<file path="src/rtl/srl_pkg.sv">
package srl_pkg;
  localparam int REG_W    = 8;
  localparam int NUM_PINS = 2;

  // control register bit positions
  localparam int B_SEL1   = 7;  // pin 1 (comparator-2 pin) select
  localparam int B_SEL0   = 6;  // pin 0 (comparator-1 pin) select
  localparam int B_SETEN  = 5;  // comparator 1 may set latch
  localparam int B_CLREN  = 4;  // comparator 2 may clear latch
  localparam int B_PSET   = 3;  // one-shot set
  localparam int B_PCLR   = 2;  // one-shot clear
  localparam int B_REFEN  = 0;  // reference enable level

  typedef struct packed {
    logic [NUM_PINS-1:0] sel;
    logic                set_en;
    logic                clr_en;
    logic                ref_en;
  } ctrl_t;
endpackage

</file>
<file path="src/rtl/srl_ctrl_reg.sv">
module srl_ctrl_reg
  import srl_pkg::*;
(
  input  logic             clk,
  input  logic             rst,
  input  logic             wr_en,
  input  logic [REG_W-1:0] wr_data,
  output ctrl_t            ctrl,
  output logic             pset_q,
  output logic             pclr_q,
  output logic [REG_W-1:0] rd_data
);
  logic unused_bit1;
  assign unused_bit1 = wr_data[1];

  always_ff @(posedge clk) begin
    if (rst) begin
      ctrl   <= '0;
      pset_q <= 1'b0;
      pclr_q <= 1'b0;
    end else begin
      // strobes live for one cycle; hardware drops them unless rewritten
      pset_q <= wr_en & wr_data[B_PSET];
      pclr_q <= wr_en & wr_data[B_PCLR];
      if (wr_en) begin
        ctrl.sel[1] <= wr_data[B_SEL1];
        ctrl.sel[0] <= wr_data[B_SEL0];
        ctrl.set_en <= wr_data[B_SETEN];
        ctrl.clr_en <= wr_data[B_CLREN];
        ctrl.ref_en <= wr_data[B_REFEN];
      end
    end
  end

  always_comb begin
    rd_data          = '0;
    rd_data[B_SEL1]  = ctrl.sel[1];
    rd_data[B_SEL0]  = ctrl.sel[0];
    rd_data[B_SETEN] = ctrl.set_en;
    rd_data[B_CLREN] = ctrl.clr_en;
    rd_data[B_REFEN] = ctrl.ref_en;
  end
endmodule

</file>
<file path="src/rtl/srl_core.sv">
module srl_core (
  input  logic clk,
  input  logic rst,
  input  logic set_en,
  input  logic clr_en,
  input  logic cmp_set,
  input  logic cmp_clr,
  input  logic pset,
  input  logic pclr,
  output logic latch_q
);
  logic set_src, clr_src;

  assign set_src = (set_en & cmp_set) | pset;
  assign clr_src = (clr_en & cmp_clr) | pclr;

  always_ff @(posedge clk) begin
    if (rst)          latch_q <= 1'b0;
    else if (clr_src) latch_q <= 1'b0;   // clear has priority
    else if (set_src) latch_q <= 1'b1;
  end
endmodule

</file>
<file path="src/rtl/srl_outmux.sv">
module srl_outmux
  import srl_pkg::*;
(
  input  logic [NUM_PINS-1:0] sel,
  input  logic                latch_q,
  input  logic [NUM_PINS-1:0] cmp_res,
  output logic [NUM_PINS-1:0] pin_out
);
  for (genvar g = 0; g < NUM_PINS; g++) begin : g_pin
    assign pin_out[g] = sel[g] ? latch_q : cmp_res[g];
  end
endmodule

</file>
<file path="src/rtl/srlatch_ctrl.sv">
module srlatch_ctrl
  import srl_pkg::*;
(
  input  logic             clk,
  input  logic             rst,
  input  logic             wr_en,
  input  logic [REG_W-1:0] wr_data,
  output logic [REG_W-1:0] rd_data,
  input  logic [NUM_PINS-1:0] cmp_res,
  output logic [NUM_PINS-1:0] pin_out,
  output logic [NUM_PINS-1:0] cmp_stat,
  output logic             ref_en
);
  ctrl_t ctrl;
  logic  pset_q, pclr_q, latch_q;

  srl_ctrl_reg u_reg (
    .clk(clk), .rst(rst), .wr_en(wr_en), .wr_data(wr_data),
    .ctrl(ctrl), .pset_q(pset_q), .pclr_q(pclr_q), .rd_data(rd_data)
  );

  srl_core u_core (
    .clk(clk), .rst(rst),
    .set_en(ctrl.set_en), .clr_en(ctrl.clr_en),
    .cmp_set(cmp_res[0]), .cmp_clr(cmp_res[1]),
    .pset(pset_q), .pclr(pclr_q), .latch_q(latch_q)
  );

  srl_outmux u_mux (
    .sel(ctrl.sel), .latch_q(latch_q), .cmp_res(cmp_res), .pin_out(pin_out)
  );

  assign cmp_stat = cmp_res;
  assign ref_en   = ctrl.ref_en;
endmodule

</file>
<file path="config.mk">
export PLATFORM = sky130hd
export DESIGN_NAME = srlatch_ctrl
export DESIGN_NICKNAME = d
export VERILOG_FILES = /design/src/rtl/srl_pkg.sv /design/src/rtl/srl_ctrl_reg.sv /design/src/rtl/srl_core.sv /design/src/rtl/srl_outmux.sv /design/src/rtl/srlatch_ctrl.sv
export SDC_FILE = /design/constraint.sdc
export NUM_CORES = 1
export LEC_CHECK = 0
export ABC_AREA = 1
export ABC_CLOCK_PERIOD_IN_PS = 1400
export BUFFER_PORTS_ARGS = -buffer_cell sky130_fd_sc_hd__buf_2
export CORE_AREA = 2 2 39 41
export DETAILED_ROUTE_END_ITERATION = 12
export DIE_AREA = 0 0 41 43
export GPL_TIMING_DRIVEN = 0
export PLACE_DENSITY_LB_ADDON = 0.15
export SETUP_SLACK_MARGIN = 0.1
export SYNTH_ARGS = -nofsm -noshare
export SYNTH_HDL_FRONTEND = slang
export SYNTH_SLANG_ARGS = --single-unit
</file>
<file path="constraint.sdc">
create_clock -name clk -period 1.4 [get_ports clk]
set_input_delay 0.14 -clock clk [delete_from_list [all_inputs] [get_ports clk]]
set_output_delay 0.14 -clock clk [all_outputs]
set_load 0.03 [all_outputs]
</file>
# Word-level counts from Yosys, hierarchy flattened
# Index checks and enable logic that the tools add are counted.
# Widths: inputs -> output; s select.
[word_totals]
register_bits = 8
inputBits = 13
out_inout_bits = 13
word_cells = 16
[op_classes]
mux = 2
bitwise = 6
n_reduce_logical = 1
[ops]
columns = ["operator", "n"]
rows = [
  ["$and 1x1->1", 4],
  ["$mux 1", 2],
  ["$or 1x1->1", 2],
  ["$reduce_or 2->1", 1],
]

# Logic depth before layout (Yosys ltp)
[logic_depth]
depth_word = 3
depth_mapped = 4
mapped_depth_nobuf = 4

# Hierarchy
# Synthesis repeated with hierarchy kept, for this count alone.
[hier_totals]
hier_cells = 66
area_unflattened_um2 = 422.9
[by_module_without_submodules]
columns = ["mod", "instances", "cells_per_inst", "area_per_inst_um2", "seq_area_each_um2"]
rows = [
  ["srl_ctrl_reg", 1, 47, 327.8, 140.1],
  ["srl_core", 1, 9, 50.0, 20.0],
  ["srl_outmux", 1, 8, 30.0, 0.0],
  ["srlatch_ctrl", 1, 2, 15.0, 0.0],
]

# Worst setup path after synthesis
# No wires, ideal clock.
[synth_timing]
kind = "register -> output"
startpoint = "register, netlist name u_reg.ctrl[3]"
endpoint = "output port pin_out[0]"
t_arrival_ns = 1.146
required_ns = 1.260
slack_ns = 0.114
path_stages_with_launch = 2
n_path_buf = 0
path_cell_list = "dfxtp_1 > o21ai_0"
[synth_via]
elab_chain_cells = 1
[synth_rtl]
columns = ["element", "line", "rtl"]
rows = [
  ["$mux 1", "srl_outmux.sv:10", "assign pin_out[g] = sel[g] ? latch_q : cmp_res[g];"],
  ["end, declared", "srlatch_ctrl.sv:10", "output logic [NUM_PINS-1:0] pin_out,"],
]
# Every way passes these cells.

# Worst setup path after layout
[layout_timing]
startpoint = "register, netlist name u_reg.ctrl[4]"
endpoint = "output port pin_out[1]"
[layout_via]
elab_chain_cells = 1
[layout_rtl]
columns = ["element", "line"]
rows = [
  ["$mux 1", "srl_outmux.sv:10"],
]
# Every way passes these cells.

==> summary.md <==
| Metric | Value |
|---|---|
| Power per cell area | `1091 nW/um^2` |
| CTS tree | `yes` |
| Final WL | `a little under 800 um` |
| Post-route minimum period | `1104 ps` |
| Antenna-violating nets left | `0` |
| #FFs+latches synth | `8` |
| Slew Limit Fails | `0` |
| Antenna fix cells | `0` |
| CP Capture Type | `output pin` |
| Detailed Place HPWL | `590.2 um` |
| Port buffer count | `21` |
| Seq pwr share | `44.5%` |
| R2R Path End | `u_core.latch_q` |
| Buffers & Inverters on Critical Path | `1` |
| First-pass GRT wire length | `roughly 1200 um` |
| CTS resizes | `0` |
| Setup-failing EPs final | `0` |
| Worst hold path type | `primary input to register` |
| Nets | `93` |
| TritonCTS Buffers | `3` |
| VDD IR max | `0.4056 mV` |
| Final WS setup | `295.7 ps` |
| Synthesis Warnings | `0` |
| Area contributors post-synth | `dfxtp_1, buf_4, nor2_1` |
| Post-Synthesis Cells | `52` |
| Worst EP required | `1260 ps` |
| Overall Power | `0.5663 mW` |
| Die area | `1763 um^2` |
| Clock share of power | `31.2%` |
| Net load switching power | `0.1742 mW` |
| CP Max Fanout | `4` |
| HP Start | `rst` |
| Post-synth top area share | `a little over two fifths` |
| Largest net degree at the start of global routing | `9` |
| Cell family with most CP delay | `flip-flops` |
| Area delta synth->final | `42.61%` |
| Post-DR vias/cell | `approximately 3.8` |
| Pleak | `0.2992 nW` |
| Top Ports | `26` |
| Starting density of the core | `26.31%` |
| Worst Reg-to-Reg Cells | `4` |
| Combinational group share of total power | `24.3%` |
| Die X | `41 um` |
| Int Pwr | `0.3921 mW` |
| CP max-delay cell | `dfxtp_1` |
| Post-CTS Setup Bufs | `0` |
| Initial antenna violation count | `0` |
| Fin crit share | `78.88%` |
| Place WS | `572.1 ps` |
| Cell Area, Synth | `around 360 um^2` |
| Setup CP Type | `register to output pin` |
| Fmax | `just over 900 MHz` |
| Worst setup SP type | `register` |
| Clock Skews | `around 6.5 ps` |
| Yosys top cell by area | `dfxtp_1` |
| Clock root cell | `clkbuf_4` |
| Drt pass-1 iters | `3` |
| CP Depth | `3` |
| Clk sinks | `8` |
| Max incr delay on CP | `370 ps` |
| Height of the die | `43 um` |
| Post-synthesis sequential area ratio | `a little over two fifths` |
| Clk pin slew, worst setup/hold paths | `60 ps` |
| Max Cap Viol | `0` |
| FP Rows | `14` |
| Launch point of the worst path | `u_reg.ctrl[4]` |
| Core footprint | `1384 um^2` |
| Mean post-synth cell area | `between 7 and 8 um^2` |
| Share of layout cells above drive strength 1 | `42.31%` |
| Post-CTS Hold Buffers | `0` |
| DRT iter0 DRCs | `2` |
| GRT overflow | `0` |
| Vias in the first global route | `about 310` |
| Library cells used by synthesis | `8` |
| CTS Buffer Depth | `2` |
| Critical Path Sink | `pin_out[1]` |
| Outcome | `finished clean` |
| H-tree levels | `1` |
| Clock Latency Late Sink | `approximately 250 ps` |
| Worst R2R Setup Slack | `760 ps` |
| Gr usage total | `10.69%` |
| Sw Share | `30.77%` |
| RSZ-0062 raised after global routing | `no` |
| Setup TNS | `0 ps` |
| Worst R2R Start | `u_core.latch_q` |
| Critical Path AT | `between 900 and 1000 ps` |
| DR vias | `359` |
| Cell Chain, Critical Path | `nand2_1 > o21ai_0 > buf_2` |
| DRC | `0` |
| Final Hold Fails | `0` |
| DR WL/cell | `8.202 um` |
| GP Congestion | `0.7015` |
-- placed cells by master (no fill, tap or decap) --
cell type	count
o21ai_0	7
clkbuf_4	3
nor2_1	15
dfxtp_1	8
nand2_1	8
buf_2	21
inv_2	1
buf_4	8
conb_1	3
inv_1	4
-- cells in the mapped netlist --
library cell,n
nor2_1,15
buf_4,8
dfxtp_1,8
nand2_1,8
o21ai_0,7
inv_1,4
conb_1,1
inv_2,1
-- power by group through the flow --
stage	combinational (mW)	clock, mW	sequential, mW
5_1_grt	0.153	0.199	0.254
3_5_place_dp	0.138	0	0.257
3_3_place_gp	0.138	0	0.257
2_1_floorplan	0.0842	0	0.267
6_report	0.137	0.177	0.252
4_1_cts	0.139	0.180	0.252
-- per-stage QoR --
stage | cells | util [%] | area, um^2 | hold WS, ps
2_1_floorplan | 54 | - | 371.6 | 211.5
3_3_place_gp | 91 | 35.90 | 496.7 | 348.6
3_5_place_dp | 91 | 35.90 | 496.7 | 351.1
4_1_cts | 94 | 37.52 | 519.2 | 87.13
5_1_grt | 94 | 37.52 | 519.2 | 101.6
6_report | 94 | 37.52 | 519.2 | 92.37
-- metal layers --
metal  vias up  track usage [%]  part of all wire, %
met1       143            13.68                   49
li1        198                -                    -
met5         -                0                    0
met2        16            14.37                   40
met4         0            8.000                  1.0
met3         2            3.141                  9.2
-- registers in the layout, summed over array words and instances, names as in the netlist --
name / flops
u_reg.pclr_q: 1
u_reg.pset_q: 1
u_reg.ctrl: 5
u_core.latch_q: 1
-- cells by family (layout without fill, tap and decap cells) --
group	Yosys count	in the layout	share of synthesized area, %
simple gates	23	23	23.71
compound gates	7	7	9.621
buf+inv	13	37	21.65
flops	8	8	43.99
other cells	1	3	1.030
-- cell type report --
| class | instances | area, um^2 |
|---|---|---|
| buffer | 8 | 60.06 |
| clock buffer | 3 | 22.52 |
| fill | 162 | 864.6 |
| inverter | 5 | 18.77 |
| multi-input combinational | 33 | 132.6 |
| sequential | 8 | 160.2 |
| tap | 16 | 20.02 |
| timing repair buffer | 21 | 105.1 |
-- how the worst min path moves through the flow --
stage | end | slack [ps] | depth (start not counted)
global placement | u_reg.pclr_q | 350 | 2
global route | u_reg.pset_q | 100 | 2
finish | u_reg.pset_q | 90 | 2
floorplan | u_reg.pclr_q | 210 | 1
CTS | u_reg.pclr_q | 90 | 2
detailed placement | u_reg.pset_q | 350 | 2
Note: power is estimated with default switching activity, not from simulation.
